[config.mk]
export PLATFORM = sky130hd
export DESIGN_NAME = burst_col_seq
export DESIGN_NICKNAME = d
export VERILOG_FILES = /design/src/rtl/bcs_pkg.sv /design/src/rtl/bcs_ctrl.sv /design/src/rtl/bcs_dp.sv /design/src/rtl/burst_col_seq.sv
export SDC_FILE = /design/constraint.sdc
export NUM_CORES = 1
export LEC_CHECK = 0
export ABC_AREA = 1
export BUFFER_PORTS_ARGS = -buffer_cell sky130_fd_sc_hd__buf_2
export CAP_MARGIN = 25
export CORE_MARGIN = 8
export CORE_UTILIZATION = 35
export DETAILED_ROUTE_END_ITERATION = 12
export PLACE_DENSITY = 0.7
export SKIP_CTS_REPAIR_TIMING = 1
export SLEW_MARGIN = 0
export SYNTH_ARGS = -nofsm -noshare
export SYNTH_HDL_FRONTEND = slang
export SYNTH_HIERARCHICAL = 1
export SYNTH_SLANG_ARGS = --single-unit
[constraint.sdc]
create_clock -name clk -period 2.1 [get_ports clk]
set_input_delay 0.21 -clock clk [delete_from_list [all_inputs] [get_ports clk]]
set_output_delay 0.21 -clock clk [all_outputs]
set_load 0.05 [all_outputs]
[src/rtl/bcs_pkg.sv]
package bcs_pkg;
  localparam logic [1:0] MODE_FIX8 = 2'b00;
  localparam logic [1:0] MODE_OTF  = 2'b01;
  localparam logic [1:0] MODE_FIX4 = 2'b10;
  localparam logic [1:0] MODE_RSVD = 2'b11;

  typedef struct packed {
    logic load;   // capture command column
    logic step;   // advance to next beat
    logic chop;   // current burst is 4 beats
  } ctrlStrobes_t;
endpackage

[src/rtl/bcs_ctrl.sv]
module bcs_ctrl
  import bcs_pkg::*;
(
  input  logic         clk,
  input  logic         rstN,
  input  logic         cmdValid,
  input  logic [1:0]   blMode,
  input  logic         otfBit,
  output logic         cmdReady,
  output logic         beatValid,
  output logic         beatLast,
  output logic         modeErr,
  output ctrlStrobes_t strobes
);
  localparam int CNT_W = 3;
  localparam logic [CNT_W-1:0] LAST_FULL = CNT_W'(7);
  localparam logic [CNT_W-1:0] LAST_CHOP = CNT_W'(3);

  logic             busy;
  logic             chopQ;
  logic             errQ;
  logic [CNT_W-1:0] beatCnt;
  logic             onLast;
  logic             accept;
  logic             chopSel;

  assign onLast   = busy && (beatCnt == (chopQ ? LAST_CHOP : LAST_FULL));
  assign cmdReady = !busy || onLast;
  assign accept   = cmdValid && cmdReady;
  assign chopSel  = (blMode == MODE_FIX4) || ((blMode == MODE_OTF) && !otfBit);

  always_ff @(posedge clk) begin
    if (!rstN) begin
      busy    <= 1'b0;
      chopQ   <= 1'b0;
      errQ    <= 1'b0;
      beatCnt <= '0;
    end else if (accept) begin
      busy    <= 1'b1;
      chopQ   <= chopSel;
      errQ    <= (blMode == MODE_RSVD);
      beatCnt <= '0;
    end else if (onLast) begin
      busy    <= 1'b0;
      errQ    <= 1'b0;
    end else if (busy) begin
      beatCnt <= beatCnt + CNT_W'(1);
    end
  end

  assign strobes.load = accept;
  assign strobes.step = busy && !onLast;
  assign strobes.chop = chopQ;

  assign beatValid = busy;
  assign beatLast  = onLast;
  assign modeErr   = errQ;
endmodule

[src/rtl/bcs_dp.sv]
module bcs_dp
  import bcs_pkg::*;
#(
  parameter int COL_W = 10
) (
  input  logic             clk,
  input  logic             rstN,
  input  ctrlStrobes_t     strobes,
  input  logic [COL_W-1:0] cmdCol,
  output logic [COL_W-1:0] beatCol
);
  logic [COL_W-1:0] colQ;

  always_ff @(posedge clk) begin
    if (!rstN) begin
      colQ <= '0;
    end else if (strobes.load) begin
      colQ <= cmdCol;
    end else if (strobes.step) begin
      if (strobes.chop) colQ[1:0] <= colQ[1:0] + 2'd1;
      else              colQ[2:0] <= colQ[2:0] + 3'd1;
    end
  end

  assign beatCol = colQ;
endmodule

[src/rtl/burst_col_seq.sv]
module burst_col_seq
  import bcs_pkg::*;
#(
  parameter int COL_W = 10
) (
  input  logic             clk,
  input  logic             rstN,
  input  logic             cmdValid,
  input  logic [COL_W-1:0] cmdCol,
  input  logic [1:0]       blMode,
  input  logic             otfBit,
  output logic             cmdReady,
  output logic             beatValid,
  output logic [COL_W-1:0] beatCol,
  output logic             beatLast,
  output logic             modeErr
);
  ctrlStrobes_t strobes;

  bcs_ctrl u_ctrl (
    .clk(clk), .rstN(rstN), .cmdValid(cmdValid), .blMode(blMode),
    .otfBit(otfBit), .cmdReady(cmdReady), .beatValid(beatValid),
    .beatLast(beatLast), .modeErr(modeErr), .strobes(strobes)
  );

  bcs_dp #(.COL_W(COL_W)) u_dp (
    .clk(clk), .rstN(rstN), .strobes(strobes), .cmdCol(cmdCol),
    .beatCol(beatCol)
  );
endmodule

Word level (Yosys, flattened, before mapping)
Cells that the tools add are included.
{ "totals": {"register_bits": 16, "in_bits": 16, "out_inout_bits": 14, "word_cells": 39} }
{ "op_classes": {"addsub": 3, "eq_ne": 5, "n_mux": 8, "bitwise": 2, "reduce_logical": 14} }
{ "ops": {"columns": ["operator", "count"], "rows": [
  ["$mux W3", 3],
  ["$add A3 B1 Y3 const B", 2],
  ["$eq A2 B2 Y1 const B", 2],
  ["$logic_and A1 B1 Y1", 4],
  ["$mux W1", 4],
  ["$reduce_and A2 Y1", 2],
  ["$reduce_bool A2 Y1", 2],
  ["$eq A3 B3 Y1", 1],
  ["$logic_not A1 Y1", 3],
  ["$add A2 B1 Y2 const B", 1],
  ["$eq A2 B1 Y1 const B", 1],
  ["$logic_or A1 B1 Y1", 2],
  ["$mux W2", 1],
  ["$ne A2 B2 Y1 const B", 1],
  ["$not A1 Y1", 2],
  ["$reduce_or A2 Y1", 1]
]} }

Logic depth before layout (Yosys ltp)
Gate-level depths: netlist of the first run.
{ "logic_depth": {"depth_word": 7, "depth_mapped": 13} }

By module
The synthesis of the first run kept the hierarchy.
{ "by_module_without_submodules": {"columns": ["module", "n_inst", "cells_per_inst", "area_per_inst_um2"], "rows": [
  ["bcs_dp", 1, 59, 432.9],
  ["bcs_ctrl", 1, 48, 344.1]
]} }

Worst setup path after synthesis of the first run
Ideal clock, no wire load.
{ "synth_path": {"path_kind": "reg-to-reg", "startpoint": "register u_ctrl.busy (netlist: u_ctrl/beatValid)", "endpoint": "register u_dp.colQ[0] (netlist: u_dp/beatCol[0])", "setup_ps": 56, "arrival_time_ps": 1700, "t_required_ps": 2044, "path_slack_ps": 344, "path_stages_with_launch": 11, "path_buffers": 2, "period_less_slack_ps": 1756, "cell_sequence": "dfxtp_1 -> nand2_4 -> nand2_4 -> inv_1 -> buf_4 -> buf_6 -> nor2_2 -> nand2_1 -> nand2_1 -> o21ai_1 -> inv_1"} }
{ "synth_between": {"elab_chain_len": 4} }
{ "synth_lines": {"columns": ["element", "line", "rtl"], "rows": [
  ["from (decl)", "bcs_ctrl.sv:19", "logic busy;"],
  ["from (signal assigned)", "bcs_ctrl.sv:34", "busy <= 1'b0;"],
  ["from (signal assigned)", "bcs_ctrl.sv:39", "busy <= 1'b1;"],
  ["from (signal assigned)", "bcs_ctrl.sv:44", "busy <= 1'b0;"],
  ["$logic_not A1 Y1 / $logic_and A1 B1 Y1 (equally long branches)", "bcs_ctrl.sv:28, bcs_ctrl.sv:27", null],
  ["$logic_or A1 B1 Y1 (*)", "bcs_ctrl.sv:28", "assign cmdReady = !busy || onLast;"],
  ["net cmdReady", "burst_col_seq.sv:12", "output logic cmdReady,"],
  ["$logic_and A1 B1 Y1 (*)", "bcs_ctrl.sv:29", "assign accept = cmdValid && cmdReady;"],
  ["net u_ctrl.accept", "bcs_ctrl.sv:24", "logic accept;"],
  ["$mux W3 / $reduce_bool A2 Y1 (equally long branches)", null, null],
  ["to (signal assigned)", "bcs_dp.sv:18", "colQ <= cmdCol;"],
  ["to (signal assigned)", "bcs_dp.sv:20", "if (strobes.chop) colQ[1:0] <= colQ[1:0] + 2'd1;"],
  ["to (signal assigned)", "bcs_dp.sv:21", "else colQ[2:0] <= colQ[2:0] + 3'd1;"],
  ["to (decl)", "bcs_dp.sv:12", "logic [COL_W-1:0] colQ;"]
]} }
The timed path passes the listed nets; every way through them passes the cells marked *.
A chain may end at the register's enable or synchronous reset.

==> run metrics, run 1 <==
Residual DRC 0; root buf cell clkbuf_4; First-pass DRT Iterations 4; worst-margin pin slew roughly 0.31 ns; CP Class flop to flop; Placer Congestion 0.763; Final setup viols 0; layout cells sized above 1 28.9%; core area 0.00215 mm^2; critical path endpoint category flop; CP Launch Type flop; DR vias/cell 4.41; R2R depth 10; Worst path slowest cell dfxtp_1; min Tclk post-route 1.78 ns; Hold Vio Cnt, Final 0; syn avg cell area 7.26 um^2; area leader, netlist dfxtp_1; Slew HR 79.6%; global route overflow 0; hold path startpoint cmdCol[4]; RR Startpoint u_ctrl/beatCnt[0]; skew final 0.00311 ns; TritonCTS buffer count 3; Worst Path Required around 2.3 ns; Clock Sinks 16; most area-consuming cells after synthesis dfxtp_1, nand2_1, inv_1, nor2_1, nand3_1; DP HPWL around 1400 um; xor and xnor area share after synthesis 0%; Starting Density 36.2%; row cnt 17; total design power 722 uW; crit-path max cell delay 0.37 ns; Critical Path, Cell by Cell ha_1, nand3_2, nand2_4, nand2_4, inv_1, inv_1, nand2_1, nor2_1, o21ai_1, inv_1; Core Util, Final 44.3%; TNS Setup 0 ns; Synth Area in Adders approximately 3.2%; GRT Total Usage 9.25%; GRT busiest layer met2; Max Root-Sink Buffers 2; number of global-route vias before repair between 700 and 800; DRC violation total after the first TritonRoute iteration 5; unrepaired setup endpoints after global routing no; via count 719; Total Wirelength 1740 um; Diodes inserted 0; global routing usage on met1 8.90%; Pins Over Slew Limit 0; Post-Syn Area 777 um^2; Max VDD drop approximately 0.36 mV; Crit Path Max Fanout 11; Max Cap Violations 0; Worst R2R Setup Slack 0.32 ns; largest net degree at the start of global routing 14; Yosys reg bits 16; Yosys top cell area share 41.2%; RR Endpoint u_dp/beatCol[0]; commonest non-fill, non-tap cell in the layout buf_2; period utilization 84.7%; CTS tree done; Worst Path Arrival 1.96 ns; HP Class input pin to flop; Die Ht around 63 um; initial antenna violation count 0; met3 GRT Util approximately 3.4%; leakage 0.000513 uW; die area 0.00398 mm^2; CP most frequent cell inv_1; Hold Path End u_dp/beatCol[4]; final net count 154; first-pass GRT wire length 3050 um; Post-Syn Instances approximately 110; Max Clock Freq between 500 and 600 MHz; Area Overhead vs Synth 22.4%; PwrDens 759 mW/mm^2; most frequent cells in the layout buf_2, nand2_1, inv_1, nor2_1, dfxtp_1; post-route ant nets 0; Worst-path clk slew 0.09 ns; Ports 30; compound-cell area share of the yosys netlist 11.0%; input/output buffers 29; largest family of logic cells by synthesized area simple AND/OR/NAND/NOR gates; Skew-Pair Late Insertion Delay between 0.2 and 0.3 ns; yosys warns 6; H-tree levels 1; unique cell type count in the Yosys netlist 20; hold depth 3; met2 Usage GRT 16.1%; die width between 60 and 70 um; simple-gate share of the synthesized area 31.4%; Syn Nets 125; Seq/Total Area, Yosys 41.2%; status finished, final reports clean; Routed wire per std cell about 11 um; multiplexer share of the synthesized area 0%
## sequential cells by signal, indices dropped and copies added, names as in the netlist
name,count
u_ctrl/chopQ,1
u_ctrl/beatCnt,3
u_ctrl/modeErr,1
u_dp/beatCol,10
u_ctrl/beatValid,1
## report_power, final
part           switching (uW)  internal [uW]
combinational             132           49.0
sequential               15.4            325
clock                    94.9            105
total                     242            480
## area by class of cell
class / instances / area, um^2
Fill cell: 239 / 1200
Multi-Input combinational cell: 70 / 354
Sequential cell: 16 / 320
Timing Repair Buffer: 29 / 145
Inverter: 16 / 60.1
Clock buffer: 4 / 36.3
Tap cell: 28 / 35.0
## per-layer routing
| metal | part of all wire (%) | wire (um) |
|---|---|---|
| met5 | 0 | 0 |
| met4 | 1.5 | 27 |
| met3 | 4.7 | 82 |
| met2 | 52 | 915 |
| met1 | 41 | 718 |
## metrics by stage
stage | setup slack (ns) | std cells | hold slack, ns | area (um^2)
after floorplan | 0.344 | 107 | 0.331 | 777
after global placement | 0.445 | 159 | 0.444 | 915
after detailed placement | 0.340 | 159 | 0.437 | 915
after CTS | 0.326 | 163 | 0.148 | 951
after global routing | 0.111 | 163 | 0.142 | 951
final | 0.321 | 163 | 0.156 | 951
## kinds of logic (layout without fill, tap and decap cells)
group	count (synthesis)	in the layout
AO/OA/AOI/OAI	16	16
adder cells (fa/ha/maj)	2	2
buffers and inverters	21	49
flip-flops	16	16
AND/OR/NAND/NOR	52	52
## worst max-delay path by stage
stage / to / depth (start not counted) / start
finish: u_dp/beatCol[0] / 10 / u_ctrl/beatCnt[0]
global route: u_dp/beatCol[0] / 10 / u_ctrl/beatCnt[0]
CTS: u_dp/beatCol[0] / 10 / u_ctrl/beatCnt[0]
detailed placement: u_dp/beatCol[0] / 10 / u_ctrl/beatCnt[0]
global placement: u_dp/beatCol[0] / 10 / u_ctrl/beatCnt[0]
floorplan: u_dp/beatCol[0] / 10 / u_ctrl/beatValid
## Yosys cell counts
library cell / count
o21ai_1: 1
a21oi_1: 6
nor2_2: 1
ha_1: 2
buf_4: 2
nand2_4: 2
nand3_2: 2
dfxtp_1: 16
o21a_1: 1
nand2_1: 20
o21bai_1: 1
buf_6: 2
nand3_1: 8
o21ai_0: 7
inv_1: 16
nor2_1: 16
nand2_2: 1
nand4_1: 1
buf_2: 1
nand3b_1: 1
## critical path, delay by kind of cell, from the launching register on
kind | cells | cell delay [ns]
adder cells (fa/ha/maj) | 1 | 0.22
buffers and inverters | 3 | 0.49
AO/OA/AOI/OAI | 1 | 0.13
flip-flops | 1 | 0.37
AND/OR/NAND/NOR | 5 | 0.45
No activity file was read; power rests on OpenSTA's default activity.
==> inputs of run 2 (changes only) <==
==> constraint.sdc (replaced) <==
create_clock -name clk -period 1.7 [get_ports clk]
set_input_delay 0.17 -clock clk [delete_from_list [all_inputs] [get_ports clk]]
set_output_delay 0.17 -clock clk [all_outputs]
set_load 0.05 [all_outputs]
==> run metrics, run 2 (synthesis results as in run 1) <==
row cnt 17; Clock Sinks 16; Max Clock Freq approximately 640 MHz; global route overflow 0; Die Ht 63.1 um; Residual DRC 0; die area 0.00398 mm^2; Starting Density 36.2%; DR vias/cell 4.33; die width between 60 and 70 um; Max Root-Sink Buffers 2; HP Class input pin to flop; GRT Total Usage a little under a tenth; number of global-route vias before repair 755; DP HPWL roughly 1400 um; core area around 0.0021 mm^2; Hold Vio Cnt, Final 0; final net count 155; DRC violation total after the first TritonRoute iteration 23; period utilization roughly 92%; Total Wirelength 1710 um; root buf cell clkbuf_4; leakage approximately 0.00051 uW; most frequent cells in the layout buf_2, nand2_1, inv_1, nor2_1, dfxtp_1; initial antenna violation count 0; WP buf/inv 2; worst-margin pin slew 0.329 ns; Final setup viols 0; min Tclk post-route 1.57 ns; critical path endpoint category output port; Worst Path Arrival around 1.4 ns; Crit Path Max Fanout 3; Largest register FFs 10; Area Overhead vs Synth 22.1%; CTS tree done; commonest non-fill, non-tap cell in the layout buf_2; Diodes inserted 0; via count 706; first-pass GRT wire length approximately 3100 um; Max VDD drop roughly 0.55 mV; First-pass DRT Iterations 4; post-route ant nets 0; Skew-Pair Late Insertion Delay 0.28 ns; skew final 0.00492 ns; largest net degree at the start of global routing 14; Critical Path, Cell by Cell ha_1, nand2_1, nand3b_1, inv_1, clkbuf_4; Routed wire per std cell 10.5 um; CP Launch Type flop; H-tree levels 1; TritonCTS buffer count 3; layout cells sized above 1 29.6%; Core Util, Final 44.1%; Worst Path Required 1.53 ns; Max Cap Violations 0; Placer Congestion 0.702; PwrDens 886 mW/mm^2; CP Class flop to output port; input/output buffers 29; Ports 30; Slew HR 78.1%; Pins Over Slew Limit 0; TNS Setup 0 ns; crit-path max cell delay ~0.36 ns; Worst-path clk slew 0.09 ns; Worst path slowest cell dfxtp_1; unrepaired setup endpoints after global routing yes; status finished, final reports clean; cell family with most CP delay flip-flops
run 2: routing by layer:
metal,global-route usage (%),wire length [um]
met4,5.98,27
met5,0,0
met1,9.84,751
met2,16.8,898
met3,1.94,36
run 2: worst paths after layout:
| path | start | endpoint | slack [ns] | depth (start not counted) |
|---|---|---|---|---|
| setup / recovery | u_ctrl/beatCnt[0] | beatLast | 0.13 | 5 |
| hold / removal | cmdCol[9] | u_dp/beatCol[9] | 0.11 | 3 |
| setup reg to reg | u_ctrl/beatCnt[0] | u_dp/beatCol[1] | 0.18 | 10 |
| hold reg to reg | u_ctrl/beatCnt[1] | u_ctrl/beatCnt[1] | 0.48 | 2 |
run 2: layout make-up:
type	count	area [um^2]
Tap cell	28	35.0
Inverter	16	60.1
Timing Repair Buffer	30	155
Multi-Input combinational cell	70	354
Clock buffer	3	22.5
Fill cell	226	1200
Sequential cell	16	322
run 2: worst register-to-register path: cells and delay by family, from the launching register on:
| kind | cells | cell delay, ns |
|---|---|---|
| AND/OR/NAND/NOR | 6 | 0.58 |
| flip-flops | 1 | 0.33 |
| buffers and inverters | 3 | 0.35 |
| adder cells (fa/ha/maj) | 1 | 0.24 |
run 2: power breakdown:
part           switching [uW]  internal (uW)
clock                     112           82.1
sequential               18.8            402
combinational             162           63.0
run 2: stage by stage:
step	setup WS (ns)	cell area, um^2	hold slack (ns)	total power, uW	instances
3_5_place_dp	0.202	923	0.401	657	160
6_report	0.134	948	0.110	840	163
4_1_cts	0.0995	946	0.100	855	163
3_3_place_gp	0.252	923	0.398	653	160
2_1_floorplan	0.135	778	0.291	605	107
5_1_grt	-0.00537	948	0.0955	892	163
